--- src/rtl/cpwm_pkg.sv ---
package cpwm_pkg;
  typedef enum logic [1:0] {
    ALIGN_EDGE  = 2'b00,
    ALIGN_CDOWN = 2'b01,
    ALIGN_CUP   = 2'b10,
    ALIGN_CBOTH = 2'b11
  } align_e;
endpackage

--- src/rtl/cpwm_prescaler.sv ---
module cpwm_prescaler #(
  parameter int PSC_W = 16
) (
  input  logic             clk,
  input  logic             rst_n,
  input  logic             run,
  input  logic             clr,
  input  logic             psc_we,
  input  logic [PSC_W-1:0] psc_val,
  output logic             tick
);
  logic [PSC_W-1:0] div_q;
  logic [PSC_W-1:0] pcnt_q;

  // Divide ratio register: written directly, used from the next cycle.
  always_ff @(posedge clk or negedge rst_n) begin
    if (!rst_n)      div_q <= '0;
    else if (psc_we) div_q <= psc_val;
  end

  assign tick = run && !clr && (pcnt_q >= div_q);

  always_ff @(posedge clk or negedge rst_n) begin
    if (!rst_n)   pcnt_q <= '0;
    else if (clr) pcnt_q <= '0;
    else if (run) pcnt_q <= (pcnt_q >= div_q) ? '0 : pcnt_q + 1'b1;
  end
endmodule

--- src/rtl/cpwm_shadow.sv ---
module cpwm_shadow #(
  parameter int W = 16,
  parameter logic [W-1:0] RST_VAL = '0
) (
  input  logic         clk,
  input  logic         rst_n,
  input  logic         we,
  input  logic [W-1:0] val,
  input  logic         pre_en,
  input  logic         upd,
  output logic [W-1:0] active
);
  logic [W-1:0] shadow_q;

  always_ff @(posedge clk or negedge rst_n) begin
    if (!rst_n)  shadow_q <= RST_VAL;
    else if (we) shadow_q <= val;
  end

  // A direct write beats a pending shadow transfer in the same cycle.
  always_ff @(posedge clk or negedge rst_n) begin
    if (!rst_n)              active <= RST_VAL;
    else if (we && !pre_en)  active <= val;
    else if (upd && pre_en)  active <= shadow_q;
  end
endmodule

--- src/rtl/cpwm_counter.sv ---
module cpwm_counter
  import cpwm_pkg::*;
#(
  parameter int CNT_W = 16
) (
  input  logic             clk,
  input  logic             rst_n,
  input  logic             tick,
  input  logic             clr,
  input  align_e           align,
  input  logic             dir_down,
  input  logic [CNT_W-1:0] limit,
  output logic [CNT_W-1:0] cnt_q,
  output logic [CNT_W-1:0] cnt_nxt,
  output logic             step_down,
  output logic             dir_q,
  output logic             upd_evt,
  output logic             upd_q
);
  logic dir_nxt;
  logic wrap;

  always_comb begin
    cnt_nxt   = cnt_q;
    dir_nxt   = dir_q;
    wrap      = 1'b0;
    step_down = 1'b0;
    if (align == ALIGN_EDGE) begin
      dir_nxt = dir_down;
      if (dir_down) begin
        step_down = 1'b1;
        if (cnt_q == '0) begin
          cnt_nxt = limit;
          wrap    = 1'b1;
        end else begin
          cnt_nxt = cnt_q - 1'b1;
        end
      end else begin
        if (cnt_q >= limit) begin
          cnt_nxt = '0;
          wrap    = 1'b1;
        end else begin
          cnt_nxt = cnt_q + 1'b1;
        end
      end
    end else begin
      if (!dir_q) begin
        if (cnt_q >= limit) begin
          // top turnaround: this step already counts as downward
          dir_nxt   = 1'b1;
          step_down = 1'b1;
          wrap      = 1'b1;
          cnt_nxt   = (cnt_q == '0) ? '0 : cnt_q - 1'b1;
        end else begin
          cnt_nxt = cnt_q + 1'b1;
        end
      end else begin
        if (cnt_q == '0) begin
          // bottom turnaround: this step counts as upward
          dir_nxt = 1'b0;
          wrap    = 1'b1;
          cnt_nxt = (limit == '0) ? '0 : {{(CNT_W-1){1'b0}}, 1'b1};
        end else begin
          step_down = 1'b1;
          cnt_nxt   = cnt_q - 1'b1;
        end
      end
    end
  end

  assign upd_evt = tick && wrap;

  always_ff @(posedge clk or negedge rst_n) begin
    if (!rst_n) begin
      cnt_q <= '0;
      dir_q <= 1'b0;
      upd_q <= 1'b0;
    end else if (clr) begin
      cnt_q <= '0;
      dir_q <= 1'b0;
      upd_q <= 1'b0;
    end else begin
      upd_q <= upd_evt;
      if (tick) begin
        cnt_q <= cnt_nxt;
        dir_q <= dir_nxt;
      end
    end
  end
endmodule

--- src/rtl/cpwm_compare.sv ---
module cpwm_compare
  import cpwm_pkg::*;
#(
  parameter int CNT_W = 16
) (
  input  logic             clk,
  input  logic             rst_n,
  input  logic             tick,
  input  align_e           align,
  input  logic [CNT_W-1:0] cnt_q,
  input  logic [CNT_W-1:0] cnt_nxt,
  input  logic             step_down,
  input  logic [CNT_W-1:0] cmp_act,
  input  logic             flag_clr,
  input  logic             irq_en,
  output logic             pwm,
  output logic             flag_q,
  output logic             irq
);
  logic dir_ok;
  logic hit;

  always_comb begin
    unique case (align)
      ALIGN_CDOWN: dir_ok = step_down;
      ALIGN_CUP:   dir_ok = !step_down;
      default:     dir_ok = 1'b1;
    endcase
  end

  assign hit = tick && (cnt_nxt == cmp_act) && dir_ok;

  always_ff @(posedge clk or negedge rst_n) begin
    if (!rst_n)        flag_q <= 1'b0;
    else if (hit)      flag_q <= 1'b1;
    else if (flag_clr) flag_q <= 1'b0;
  end

  assign pwm = (cnt_q < cmp_act);
  assign irq = flag_q && irq_en;
endmodule

--- src/rtl/cpwm_timer.sv ---
module cpwm_timer
  import cpwm_pkg::*;
#(
  parameter int CNT_W = 16,
  parameter int PSC_W = 16
) (
  input  logic             clk,
  input  logic             rst_n,
  input  logic             run_i,
  input  logic             irq_en_i,
  input  logic [1:0]       align_i,
  input  logic             dir_down_i,
  input  logic             psc_we_i,
  input  logic [PSC_W-1:0] psc_i,
  input  logic             arr_we_i,
  input  logic [CNT_W-1:0] arr_i,
  input  logic             arr_pre_i,
  input  logic             cmp_we_i,
  input  logic [CNT_W-1:0] cmp_i,
  input  logic             cmp_pre_i,
  input  logic             cnt_clr_i,
  input  logic             flag_clr_i,
  output logic [CNT_W-1:0] cnt_o,
  output logic             dir_o,
  output logic             upd_o,
  output logic             pwm_o,
  output logic             flag_o,
  output logic             irq_o
);
  localparam logic [CNT_W-1:0] ARR_RST = '1;

  align_e           mode;
  logic             tick;
  logic             upd_evt;
  logic             step_down;
  logic             dir_q;
  logic [CNT_W-1:0] arr_act;
  logic [CNT_W-1:0] cmp_act;
  logic [CNT_W-1:0] cnt_nxt;

  assign mode = align_e'(align_i);

  cpwm_prescaler #(.PSC_W(PSC_W)) u_psc (
    .clk(clk), .rst_n(rst_n), .run(run_i), .clr(cnt_clr_i),
    .psc_we(psc_we_i), .psc_val(psc_i), .tick(tick)
  );

  cpwm_shadow #(.W(CNT_W), .RST_VAL(ARR_RST)) u_arr (
    .clk(clk), .rst_n(rst_n), .we(arr_we_i), .val(arr_i),
    .pre_en(arr_pre_i), .upd(upd_evt), .active(arr_act)
  );

  cpwm_shadow #(.W(CNT_W), .RST_VAL('0)) u_cmp (
    .clk(clk), .rst_n(rst_n), .we(cmp_we_i), .val(cmp_i),
    .pre_en(cmp_pre_i), .upd(upd_evt), .active(cmp_act)
  );

  cpwm_counter #(.CNT_W(CNT_W)) u_cnt (
    .clk(clk), .rst_n(rst_n), .tick(tick), .clr(cnt_clr_i),
    .align(mode), .dir_down(dir_down_i), .limit(arr_act),
    .cnt_q(cnt_o), .cnt_nxt(cnt_nxt), .step_down(step_down),
    .dir_q(dir_q), .upd_evt(upd_evt), .upd_q(upd_o)
  );

  cpwm_compare #(.CNT_W(CNT_W)) u_cmpu (
    .clk(clk), .rst_n(rst_n), .tick(tick), .align(mode),
    .cnt_q(cnt_o), .cnt_nxt(cnt_nxt), .step_down(step_down),
    .cmp_act(cmp_act), .flag_clr(flag_clr_i), .irq_en(irq_en_i),
    .pwm(pwm_o), .flag_q(flag_o), .irq(irq_o)
  );

  assign dir_o = (mode == ALIGN_EDGE) ? dir_down_i : dir_q;
endmodule

--- config.mk ---
export PLATFORM = sky130hd
export DESIGN_NAME = cpwm_timer
export DESIGN_NICKNAME = d
export VERILOG_FILES = /design/src/rtl/cpwm_pkg.sv /design/src/rtl/cpwm_prescaler.sv /design/src/rtl/cpwm_shadow.sv /design/src/rtl/cpwm_counter.sv /design/src/rtl/cpwm_compare.sv /design/src/rtl/cpwm_timer.sv
export SDC_FILE = /design/constraint.sdc
export NUM_CORES = 1
export LEC_CHECK = 0
export ABC_AREA = 1
export BUFFER_PORTS_ARGS = -buffer_cell sky130_fd_sc_hd__buf_2
export CAP_MARGIN = 10
export CORE_MARGIN = 5
export CORE_UTILIZATION = 28
export CTS_CLUSTER_DIAMETER = 30
export DETAILED_ROUTE_END_ITERATION = 6
export GPL_TIMING_DRIVEN = 1
export PLACE_DENSITY_LB_ADDON = 0.25
export SYNTH_ARGS = -nofsm -noshare
export SYNTH_HDL_FRONTEND = slang
export SYNTH_SLANG_ARGS = --single-unit
--- constraint.sdc ---
create_clock -name clk -period 3.4 [get_ports clk]
set_input_delay 0 -clock clk [delete_from_list [all_inputs] [get_ports clk]]
set_output_delay 0 -clock clk [all_outputs]
set_load 0.01 [all_outputs]
### Yosys cells after proc, flatten, opt, wreduce, memory -nomap -nowiden

Cells that the tools add are included.

* add/subtract/negate cells: 3
* $mul: 0
* divide/modulo/power cells: 0
* $lt $le $gt $ge: 3
* eq/ne operators: 3
* shifts and indexed selects: 0
* mux-type cells: 35
* bitwise gates (word level): 0
* reduce and logical (&&, ||, !) cells: 22

Operators with widths (count)
* 16-bit 2-to-1 mux: 17
* 16-bit by 1-bit adder with 16-bit output (second input constant): 2
* 16-bit >= comparator: 2
* 16-bit logical NOT: 2
* 1-bit 2-to-1 mux: 17
* 16-bit == test: 1
* 16-bit < comparator: 1
* 16-bit by 1-bit subtractor with 16-bit output (second input constant): 1
* 1-bit logical AND: 10
* 2-bit nonzero test: 5
* 1-bit logical NOT: 4
* 2-bit by 1-bit == test with 1-bit output (second input constant): 1
* 2-bit == test (second input constant): 1
* 2-bit logical NOT: 1
* 1-bit one-hot mux with 2 select lines: 1

* bits in registers: 115
* bits in latches: 0
* memory bits (writable): 0
* bits in read-only memories: 0
* input bits: 62
* output and inout bits: 21
* logic and storage cells: 76
* memories kept: 0

### Logic depth before layout (Yosys ltp)

Gate-level depths: netlist of run 1.

* word-level depth: 9
* mapped depth: 22
* mapped depth without buffers: 22

### By module

Synthesis of run 1 repeated with hierarchy kept, for this count alone.

* cells, all modules: 1333
* area total of the unflattened synthesis: 9032.4 um^2

Modules (own cells, without submodules)
* cpwm_counter: times used 1, cells each 534, area an instance 3098.0 um^2, seq. area each 450.4 um^2
* cpwm_prescaler: times used 1, cells each 280, area an instance 2075.7 um^2, seq. area each 800.8 um^2
* cpwm_shadow at u_arr: times used 1, cells each 190, area an instance 1575.3 um^2, seq. area each 840.8 um^2
* cpwm_shadow at u_cmp: times used 1, cells each 190, area an instance 1535.2 um^2, seq. area each 800.8 um^2
* cpwm_compare: times used 1, cells each 135, area an instance 732.0 um^2, seq. area each 25.0 um^2
* cpwm_timer: times used 1, cells each 4, area an instance 16.3 um^2, seq. area each 0.0 um^2

### Least setup slack after synthesis of run 1

Ideal clock, no wire load.

* kind: reg2reg
* start point: register u_cnt.cnt_q[0]
* end point: register u_cmpu.flag_q
* setup time: 0.116 ns
* arrival: 2.280 ns
* required time: 3.284 ns
* path slack: 1.003 ns
* cell stages (with the launch flop): 18
* path buffers: 1
* clock period less this slack: 2.397 ns
* cell sequence: dfrtp_1 clkinv_1 ha_1 nand4_1 nor2_1 nor2_1 nand2_1 nand2_1 nand3_1 buf_2 o211ai_1 nand2_1 nand2_1 nand2_1 nand3_1 nor2_1 nand2_1 nand2_1

* word-level cells in the longest chain between the ends: 9
* elaborated cells on any way between the ends: 23
* those cells by class: add/sub: 2; order compare: 1; eq/ne: 1; mux: 14; reduce/logical: 5

RTL lines
* start, declared: line cpwm_counter.sv:13 `output logic [CNT_W-1:0] cnt_q,`
* start signal, assigned: line cpwm_counter.sv:85 `cnt_q <= cnt_nxt;`
* 16-bit by 1-bit subtractor with 16-bit output / 16-bit logical NOT (equally long branches)
* 16-bit 2-to-1 mux: line cpwm_counter.sv:53 `cnt_nxt = (cnt_q == '0) ? '0 : cnt_q - 1'b1;`
* 16-bit 2-to-1 mux: line cpwm_counter.sv:48 `if (cnt_q >= limit) begin`
* 16-bit 2-to-1 mux: line cpwm_counter.sv:47 `if (!dir_q) begin`
* 16-bit 2-to-1 mux: line cpwm_counter.sv:28 `if (align == ALIGN_EDGE) begin`
* 16-bit == test: line cpwm_compare.sv:31 `assign hit = tick && (cnt_nxt == cmp_act) && dir_ok;`
* 1-bit logical AND: line cpwm_compare.sv:31
* 1-bit logical AND *: line cpwm_compare.sv:31
* 1-bit 2-to-1 mux / 2-bit nonzero test (equally long branches)
* end signal, assigned: line cpwm_compare.sv:34 `if (!rst_n) flag_q <= 1'b0;`
* end signal, assigned: line cpwm_compare.sv:35 `else if (hit) flag_q <= 1'b1;`
* end signal, assigned: line cpwm_compare.sv:36 `else if (flag_clr) flag_q <= 1'b0;`
* end, declared: line cpwm_compare.sv:17 `output logic flag_q,`

Mark *: on every way between the ends. The rest lies on a longest branch, timed or not.
A chain may end at the register's enable or synchronous reset.

### Final worst setup path of run 1

* start point: register u_arr.active[11]
* end point: register u_cmp.active[15]

* word-level cells in the longest chain between the ends: 7
* elaborated cells on any way between the ends: 8
* those cells by class: order compare: 1; mux: 4; reduce/logical: 3

RTL lines
* start, declared: line cpwm_shadow.sv:11 `output logic [W-1:0] active`
* start signal, assigned: line cpwm_shadow.sv:23 `else if (we && !pre_en) active <= val;`
* start signal, assigned: line cpwm_shadow.sv:24 `else if (upd && pre_en) active <= shadow_q;`
* 16-bit >= comparator *: line cpwm_counter.sv:39, cpwm_counter.sv:48
* 1-bit 2-to-1 mux *: line cpwm_counter.sv:39, cpwm_counter.sv:48
* 1-bit 2-to-1 mux, on equally long branches: line cpwm_counter.sv:47, cpwm_counter.sv:30
* 1-bit 2-to-1 mux *: line cpwm_counter.sv:28
* 1-bit logical AND *: line cpwm_counter.sv:71 `assign upd_evt = tick && wrap;`
* 1-bit logical AND *: line cpwm_shadow.sv:24
* 2-bit nonzero test (no source line) *
* end signal, assigned: line cpwm_shadow.sv:23
* end signal, assigned: line cpwm_shadow.sv:24
* end, declared: line cpwm_shadow.sv:11

Marks and branches as above.

==> out/metrics.cfg, run 1 <==
[setup_path]
r2r_cells = 14
crit_family = simple AND/OR/NAND/NOR gates
rr_startpoint = u_arr.active[11]
required_ns = 3.74
critPathMaxStageDelay_ns = 0.53
crit_arrival_ns = 3.31
path_depth = 14
cp_max_fo = 32
path_common_cell = nand2_1
critPathKind = register to register
worst_path_max_delay_cell = dfstp_2
cp_num_buf_inv = 2
crit_chain = inv_1 > ha_1 > nand2_1 > inv_1 > nand3_1 > nor2_1 > nand2_1 > nand2_1 > a21oi_2 > nor4_4 > nand2_2 > nand2_4 > nand2_1 > o21ai_2
cp-startpoint = u_arr.active[11]
worst-r2r-setup-slack_ns = 0.43
end_kind = register
cp-start-kind = register

[routing]
drc = 0
firstDrtPassIters = 5
wl_um = 25900
vias = 8027
wire_per_inst_um = 15.3
ant_nets = 0
vias_per_cell = 4.73
drt-initial-drc-count = 499

[clock_network]
numCtsBuffers = 17
clock-sinks = 115
htree_levels = 4
clkLatencyLatePin_ns = 0.42
root_buffer = clkbuf_16
path_clk_slew_ns = 0.06
cts_tree = yes
clockBufferDepth = 2

[synthesis]
ys.flop_type = dfrtp_1
netlist_instances = 1161
synth_seq_area_share = 0.354
synth_area_um2 = 8250
async_reset_ff_frac = 1.00
syn-num-nets = 1277
synth_edf_count = 0
yosys_warnings = 0
ys_ff_latch = 115
avgSynthCellArea_um2 = 7.10
synth.distinct_cells = 40

[hold_path]
hp-start = arr_we_i
hold_depth = 3
hold_class = primary input to register

[finish]
postLayoutCellArea_um2 = 10200
fin_util = 0.354
nets = 1415
drive_above_1_share = 0.172
syn_to_final_growth_pct = 24.0

[outcome]
status = finished clean

[place]
port-buffer-count = 82
dp_slack_ns = 0.433
place_area_um2 = 9120
place_congestion = 0.913
dpl.hpwl_um = 19400

[sta]
rsz0062_at_grt = no
fin_skew_ns = 0.0129
fin_crit_sh = 0.874
drv_slew = 0
final.setup.worst_slack_ns = 0.428
final-setup-viol-count = 0
relSlewSlack = 0.537
worst_pin_slew_ns = 0.694
period_minus_slack_ns = 2.97
hold_viol_final = 0
fmax_mhz = 337
fin_tns_setup_ns = 0

[floorplanning]
die_area_um2 = 33000
dieHeight_um = 182
die-width_um = 182
ioPinCount = 83
core_area_um2 = 28900
num_rows = 62
start_util = 0.286

[global_route]
grt_max_degree = 116
grt_antenna_before_repair = 1
grt_use_total = 0.156
overflow = 0
grt_pass1_wl_um = 41500
grt_pass1_vias = 7813

[power_and_ir_drop]
p_leak_nw = 5.23
p_per_area_nw_per_um2 = 387
max-vdd-ir-drop_mv = 0.278

[run]
drv_cap = 0

[worst min-delay path, stage by stage]
cell and delay (ns):
buf_2 0.26, nand2_1 0.10, o21ai_0 0.07
[area by class of cell]
class | instances | area (µm²)
fillers | 3103 | 18600
multi-input cells | 825 | 4420
flip-flops and latches | 115 | 2920
repair buffers | 161 | 1150
inverters | 179 | 677
clock buffers | 21 | 493
well taps | 384 | 480
clock inverters | 11 | 88.8
diodes | 1 | 2.50
[metrics by stage]
stage	power [mW]	cells	hold WS [ns]
after floorplan	2.00	1161	-0.296
after global placement	2.20	1612	0.160
after detailed placement	2.21	1612	0.161
after CTS	4.03	1696	0.00610
after global routing	4.19	1697	0.0447
final	3.96	1697	0.0208
[power breakdown]
group | total (mW) | switching [mW] | internal, mW
combinational | 0.654 | 0.403 | 0.252
sequential | 1.56 | 0.0459 | 1.52
clock | 1.74 | 0.691 | 1.05
[registers in the layout (all words and copies together), names as in the netlist]
name,flops
u_psc.div_q,16
u_arr.shadow_q,16
u_cnt.cnt_q,16
u_cnt.dir_q,1
u_psc.pcnt_q,16
u_cmp.shadow_q,16
u_cmp.active,16
u_cnt.upd_q,1
u_cmpu.flag_q,1
u_arr.active,16
[Yosys cell counts, drive strengths merged (15+ instances only)]
cell	number	area share
buf	15	0.016
nand4	34	0.026
nor2	109	0.054
clkbuf	27	0.012
ha	54	0.082
dfrtp	83	0.25
a21oi	72	0.045
o21ai	109	0.077
o22ai	23	0.017
inv	177	0.081
dfstp	32	0.10
nand3	96	0.059
nand2	289	0.14
[layer usage]
layer / track usage / routed length, µm / vias to the layer above
met5: 0 / 0 / -
met4: 0.0438 / 422 / 0
met3: 0.0326 / 1330 / 25
met2: 0.271 / 13000 / 186
li1: - / - / 4069
met1: 0.196 / 11100 / 3747
[what timing repair did]
| action | CTS | global route |
|---|---|---|
| hold buffers | 52 | 0 |
| setup buffers | 0 | 0 |
| resized for setup | 0 | 0 |
| hold endpoints to repair | 164 | 0 |
[placed cells by master, fill, tap and decap left out, types with 34 or more instances in the layout]
cell / instances
a21oi_1: 70
buf_2: 81
dfrtp_1: 83
dlygate4sd3_1: 52
ha_1: 54
inv_1: 173
nand2_1: 277
nand3_1: 95
nand4_1: 34
nor2_1: 100
o21ai_0: 76
[path summary, 6_finish.rpt]
check,end
worst max-delay path,u_cmp.active[15]
worst min-delay path,u_arr.shadow_q[5]
worst max register to register,u_cmp.active[15]
worst min register to register,u_arr.shadow_q[4]
max in group asynchronous,u_cnt.cnt_q[5]
min in group asynchronous,u_cmp.shadow_q[2]
[cell families (layout without fill, tap and decap cells)]
| kind of cell | after synthesis | in the layout | synth area share |
|---|---|---|---|
| buf+inv | 221 | 372 | 0.111 |
| compound gates | 218 | 218 | 0.152 |
| simple gates | 537 | 537 | 0.284 |
| xor+xnor | 15 | 15 | 0.0159 |
| mux | 1 | 1 | 0.00137 |
| flops | 115 | 115 | 0.354 |
| other cells | 0 | 1 | 0 |
| fa+ha+maj | 54 | 54 | 0.0819 |
(Power assumes the default switching activity.)
==> inputs of run 2 (changes only) <==
CTS_CLUSTER_DIAMETER = 60   (was 30)
MAX_ROUTING_LAYER = met4   (was default)
clock period = 3.04 ns   (was 3.4 ns; I/O delays follow)
==> run 2 against run 1 <==
  * Via count up 0.82%
  * Largest cell class unchanged
  * Setup slack got worse by 0.19 ns
  * Hold slack improved by 0.0029 ns
  * Register-to-register slack lost 0.19 ns
  * Sequential power increased by 12%
  * Global-route usage grew 0.66 points
  * Wire length fell by 0.38%
  * Total power rose by 14%
  * Critical path type unchanged
==> out/metrics.cfg, run 2 (same netlist as run 1, synthesis figures left out) <==
[global_route]
busiest_layer = met2
grt_max_degree = 68  ; -41%
grt_pass1_vias = 7992  ; +2.3%
grt_pass1_wl_um = 41900  ; +0.83%
overflow = 0  ; unchanged
use_met2 = 0.272  ; +0.00119
grt_antenna_before_repair = 0  ; -1
grt_use_total = 0.163  ; +0.00665
use_met3 = 0.0242  ; -0.00840
globalRouteMet1Util = 0.203  ; +0.00691

[place]
dpl.hpwl_um = 19500  ; +0.20%
placed_cells = 1617  ; +0.31%
port-buffer-count = 82  ; unchanged
place_congestion = 0.940  ; +2.9%
place_area_um2 = 9160  ; +0.41%

[sta]
fin_crit_sh = 0.922  ; +0.0484
relSlewSlack = 0.538  ; +0.000802
final-setup-viol-count = 0  ; unchanged
fmax_mhz = 357  ; +6.0%
worst_pin_slew_ns = 0.693  ; -0.00120 ns
period_minus_slack_ns = 2.80  ; -0.167 ns
hold_viol_final = 0  ; unchanged
fin_skew_ns = 0.0133  ; +0.000383 ns
drv_slew = 0  ; unchanged
hold_slack_ns = 0.0237  ; +0.00294 ns

[floorplanning]
dieHeight_um = 182  ; unchanged
core_area_um2 = 28900  ; unchanged
start_util = 0.286  ; unchanged
ioPinCount = 83  ; unchanged
die-width_um = 182  ; unchanged
num_rows = 62  ; unchanged
die_area_um2 = 33000  ; unchanged

[finish]
instances_no_fill = 1701  ; +0.24%
postLayoutCellArea_um2 = 10300  ; +0.95%
drive_above_1_share = 0.178  ; +0.00542
nets = 1420  ; +0.35%
multi_input_area_um2 = 4450  ; +0.59%
antenna_cells = 0  ; -1
syn_to_final_growth_pct = 25.2
final_cell_mix = nand2_1, inv_1, nor2_1
n_fill_cell = 3154  ; +1.6%
final_common_cell = nand2_1
final-seq-area_um2 = 2920  ; unchanged
fin_util = 0.358  ; +0.00338

[setup_path]
critPathKind = register to register
cp-start-kind = register
cp_num_buf_inv = 2  ; unchanged
required_ns = 3.40  ; -0.34 ns
critPathMaxStageDelay_ns = 0.51  ; -0.02 ns
crit_arrival_ns = 3.16  ; -0.15 ns
end_kind = register
cp_max_fo = 30  ; -6.3%
worst_path_max_delay_cell = dfstp_2
path_common_cell = nand2_1
crit_chain = inv_1 > ha_1 > a21oi_1 > o21ai_0 > nor2_2 > buf_6 > nand3_1 > a21oi_2 > nand2_1 > nand2_1 > nand2_1 > nor2_1 > nand3_1 > nor2_1 > nand2_1 > nand2_1
crit_family = simple AND/OR/NAND/NOR gates

[routing]
firstDrtPassIters = 5  ; unchanged
wire_per_inst_um = 15.2  ; -0.62%
wl_um = 25800  ; -0.38%
vias_per_cell = 4.76  ; +0.59%
ant_nets = 0  ; unchanged
drc = 0  ; unchanged
vias = 8093  ; +0.82%
drt-initial-drc-count = 460  ; -7.8%

[outcome]
status = finished clean

[power_and_ir_drop]
max-vdd-ir-drop_mv = 0.365  ; +31%
p_comb_frac = 0.163  ; -0.002
swShare = 0.285  ; -0.00283
power.switching_mw = 1.28  ; +13%
clockPowerShare = 0.449  ; +0.009
pwr-share-seq = 0.389  ; -0.006
finalPower_mw = 4.51  ; +14%
internal-power_mw = 3.22  ; +14%
p_per_area_nw_per_um2 = 436  ; +13%
p_leak_nw = 5.28  ; +0.92%

[clock_network]
clkLatencyLatePin_ns = 0.42  ; about the same
htree_levels = 4  ; unchanged
cts_tree = yes
path_clk_slew_ns = 0.06  ; about the same
numCtsBuffers = 17  ; unchanged
root_buffer = clkbuf_16
clockBufferDepth = 2  ; unchanged
clock-sinks = 115  ; unchanged

[run]
drv_cap = 0  ; unchanged

[hold_path]
hold_class = primary input to register

run 2: changes by cell type in the layout (fill, tap and decap cells not counted), sizes merged:
cell / change
buf: +5
clkbuf: +2
clkinv: -2
clkinvlp: +1
diode: -1
inv: -1
run 2: path summary, 6_finish.rpt:
path / startpoint / to / slack (ns) / cells past startpoint
min reg2reg: u_arr.shadow_q[9] / u_arr.shadow_q[9] / 0.48 / 2
min: psc_we_i / u_psc.div_q[5] / 0.02 / 3
max: u_arr.active[15] / u_cmpu.flag_q / 0.24 / 16
min in group asynchronous: rst_n / u_cmp.shadow_q[0] / 0.17 / 2
max in group asynchronous: rst_n / u_arr.active[9] / 1.98 / 3
max reg2reg: u_arr.active[15] / u_cmpu.flag_q / 0.24 / 16
run 2: repair_timing:
item                                    CTS  global route
hold buffers                             52             0
buffers inserted                          0             0
hold endpoints to repair                129             0
endpoints found under the setup margin    0            20
resized for setup                         0            14
run 2: final cells by class:
type,instances,area share
Multi-Input combinational cell,825,0.431
Timing Repair Buffer,166,0.117
Tap cell,384,0.0465
Inverter,179,0.0659
Sequential cell,115,0.283
Clock buffer,23,0.0516
Clock inverter,9,0.00594
run 2: through the flow:
step	setup slack [ns]	setup TNS, ns
after detailed placement	0.0771	0
after CTS	0.0535	0
final	0.236	0
after global placement	0.0890	0
after floorplan	0.643	0
after global routing	-0.00660	-0.00660
run 2: layer usage:
metal | vias to the layer above | part of all wire
met5 | - | 0
met4 | 0 | 0.024
met3 | 39 | 0.048
met2 | 185 | 0.49
met1 | 3794 | 0.43
li1 | 4075 | -
run 2: worst reg2reg max path: cells and delay by family, from the launching register on:
kind | cells | cell delay [ns]
flops | 1 | 0.51
fa+ha+maj | 1 | 0.32
compound gates | 3 | 0.47
simple gates | 10 | 1.09
buf+inv | 2 | 0.34
run 2: power groups by stage:
| stage | Sequential (mW) | Clock (mW) | Combinational [mW] |
|---|---|---|---|
| 2_1_floorplan | 1.76 | 0 | 0.479 |
| 3_3_place_gp | 1.78 | 0 | 0.681 |
| 4_1_cts | 1.75 | 2.07 | 0.745 |
| 5_1_grt | 1.76 | 2.13 | 0.854 |
| 6_report | 1.75 | 2.02 | 0.734 |
| 3_5_place_dp | 1.78 | 0 | 0.692 |
==> inputs of run 3 (changes only) <==
clock period = 2.7 ns   (was 3.04 ns; I/O delays follow)
==> run 3 against run 2 <==
  * Critical path depth rose by 5
  * Wire length grew 3.1%
  * Global-route usage fell by 0.17 points
  * Critical endpoint unchanged
  * Critical path type unchanged
  * Count of clock-buffer cells in the layout is 2 lower
  * Flip-flop and latch count unchanged
  * Combinational power rose by 34%
  * Largest power group unchanged
  * Sequential power increased by 13%
==> out/metrics.cfg, run 3 (same netlist as run 1, synthesis figures left out) <==
[outcome]
status = finished clean

[setup_path]
cp-startpoint = u_arr.active[6]
rr_startpoint = u_arr.active[6]
cp-start-kind = register
path_common_cell = nand2_1
critPathKind = register to register
worst-r2r-setup-slack_ns = 0.04  ; -0.20 ns
worst_path_max_delay_cell = dfstp_2
end_kind = register
crit_family = simple AND/OR/NAND/NOR gates
cp_max_fo = 7  ; -77%
critPathMaxStageDelay_ns = 0.52  ; about the same
crit_arrival_ns = 3.01  ; -0.15 ns
cp_num_buf_inv = 4  ; +2
required_ns = 3.05  ; -0.35 ns
crit_chain = inv_1 > ha_1 > nand2_1 > inv_2 > nand2_1 > nand2_1 > nor2_1 > nand2_1 > nand2_4 > nand3_2 > buf_6 > buf_4 > nand2_2 > nand3_2 > nand3_2 > nand2_1 > nor2_2 > nand3_2 > nor2_2 > nand2_1 > nand2_1

[routing]
drt-initial-drc-count = 461  ; +0.22%
ant_nets = 0  ; unchanged
wire_per_inst_um = 15.0  ; -1.2%
firstDrtPassIters = 5  ; unchanged
wl_um = 26600  ; +3.1%
vias_per_cell = 4.71  ; -1.0%
vias = 8357  ; +3.3%
drc = 0  ; unchanged

[finish]
antenna_cells = 0  ; unchanged
final-seq-area_um2 = 2920  ; about the same
final_common_cell = nand2_1
multi_input_area_um2 = 4740  ; +6.7%
final_cell_mix = nand2_1, inv_1, buf_4
postLayoutCellArea_um2 = 11300  ; +9.3%
n_fill_cell = 3027  ; -4.0%
fin_util = 0.391  ; +0.0333
nets = 1494  ; +5.2%
drive_above_1_share = 0.268  ; +0.0905
syn_to_final_growth_pct = 36.9

[sta]
relSlewSlack = 0.644  ; +0.106
hold_slack_ns = 0.0190  ; -0.00471 ns
drv_slew = 0  ; unchanged
fin_tns_setup_ns = 0  ; unchanged
final-setup-viol-count = 0  ; unchanged
worst_pin_slew_ns = 0.532  ; -0.161 ns
fin_crit_sh = 0.985  ; +0.0626
hold_viol_final = 0  ; unchanged
period_minus_slack_ns = 2.66  ; -0.145 ns
rsz0062_at_grt = yes
fmax_mhz = 376  ; +5.4%
fin_skew_ns = 0.0141  ; +0.000797 ns

[global_route]
grt_antenna_before_repair = 0  ; unchanged
overflow = 0  ; unchanged
grt_pass1_wl_um = 41900  ; about the same
grt_max_degree = 80  ; +18%
grt_pass1_vias = 8254  ; +3.3%
grt_use_total = 0.161  ; -0.00166

[place]
port-buffer-count = 82  ; unchanged
dpl.hpwl_um = 19800  ; +2.0%
place_area_um2 = 9610  ; +4.9%
place_congestion = 0.918  ; -2.4%

[power_and_ir_drop]
swShare = 0.285  ; about the same
p_comb_frac = 0.187  ; +0.024
p_leak_nw = 5.77  ; +9.4%
internal-power_mw = 3.77  ; +17%
power.switching_mw = 1.50  ; +17%
finalPower_mw = 5.27  ; +17%
pwr-share-seq = 0.374  ; -0.015
max-vdd-ir-drop_mv = 0.361  ; -0.95%
p_per_area_nw_per_um2 = 467  ; +7.1%
clockPowerShare = 0.439  ; -0.010

[clock_network]
htree_levels = 4  ; unchanged
clock-sinks = 115  ; unchanged
clockBufferDepth = 2  ; unchanged
numCtsBuffers = 17  ; unchanged
clkLatencyLatePin_ns = 0.42  ; about the same
path_clk_slew_ns = 0.06  ; about the same
root_buffer = clkbuf_16
cts_tree = yes

[hold_path]
hold_class = primary input to register
hp-start = psc_we_i

[floorplanning]
start_util = 0.286  ; unchanged
die-width_um = 182  ; unchanged
dieHeight_um = 182  ; unchanged
core_area_um2 = 28900  ; unchanged
ioPinCount = 83  ; unchanged
num_rows = 62  ; unchanged
die_area_um2 = 33000  ; unchanged

[run]
drv_cap = 0  ; unchanged

## run 3: cell types whose count changed in the layout (fill, tap and decap cells not counted), moves of 9 or more
cell,previous run,this run
nand2_2,9,18
nor2_1,98,87
nor2_2,7,16
nand3_2,1,18
buf_4,29,93
nand2_1,277,266
nand3_1,95,77
## run 3: worst reg2reg max path: cells and delay by family (launching register included)
kind / cells / cell delay (ns)
simple gates: 16 / 1.40
flops: 1 / 0.52
buf+inv: 4 / 0.40
fa+ha+maj: 1 / 0.28
## run 3: what timing repair did
action                                  in CTS  in global routing
hold buffers                                52                  1
gates resized for setup                      5                 80
endpoints found under the hold margin      197                  1
buffers inserted                             2                 11
pin swaps                                    1                 32
endpoints found under the setup margin      33                 35
gates cloned                                 0                  4
## run 3: worst paths after layout
check                                     endpoint  cells past startpoint
max in group asynchronous          u_cmp.active[6]                      3
min in group asynchronous           u_cnt.cnt_q[0]                      3
worst max register to register       u_cmpu.flag_q                     21
worst max-delay path                 u_cmpu.flag_q                     21
worst min register to register  u_arr.shadow_q[13]                      2
worst min-delay path                u_psc.div_q[9]                      3
## run 3: cell type report
class	instances	share of cell area
inverters	179	0.0600
flip-flops and latches	115	0.259
repair buffers	240	0.165
well taps	384	0.0426
clock inverters	11	0.00942
clock buffers	21	0.0446
multi-input cells	825	0.420
## run 3: power by group through the flow
stage / registers, mW / clock network [mW] / logic (mW)
global placement: 2.00 / 0 / 0.862
CTS: 1.98 / 2.38 / 0.934
detailed placement: 2.00 / 0 / 0.872
floorplan: 1.98 / 0 / 0.539
finish: 1.97 / 2.32 / 0.985
global route: 1.99 / 2.46 / 1.12
## run 3: metal layers
metal / part of all wire / track usage / wire length (µm) / vias up
met2: 0.50 / 0.279 / 13400 / 169
met5: 0 / - / 0 / -
met4: 0.023 / 0.0495 / 603 / 0
met1: 0.44 / 0.193 / 11600 / 3916
li1: - / - / - / 4233
met3: 0.036 / 0.0252 / 964 / 39
## run 3: per-stage QoR
stage               setup slack [ns]  instances
finish                        0.0404       1775
global route                  -0.104       1775
CTS                           0.0142       1759
detailed placement            -0.219       1673
global placement              -0.169       1673
floorplan                      0.303       1161
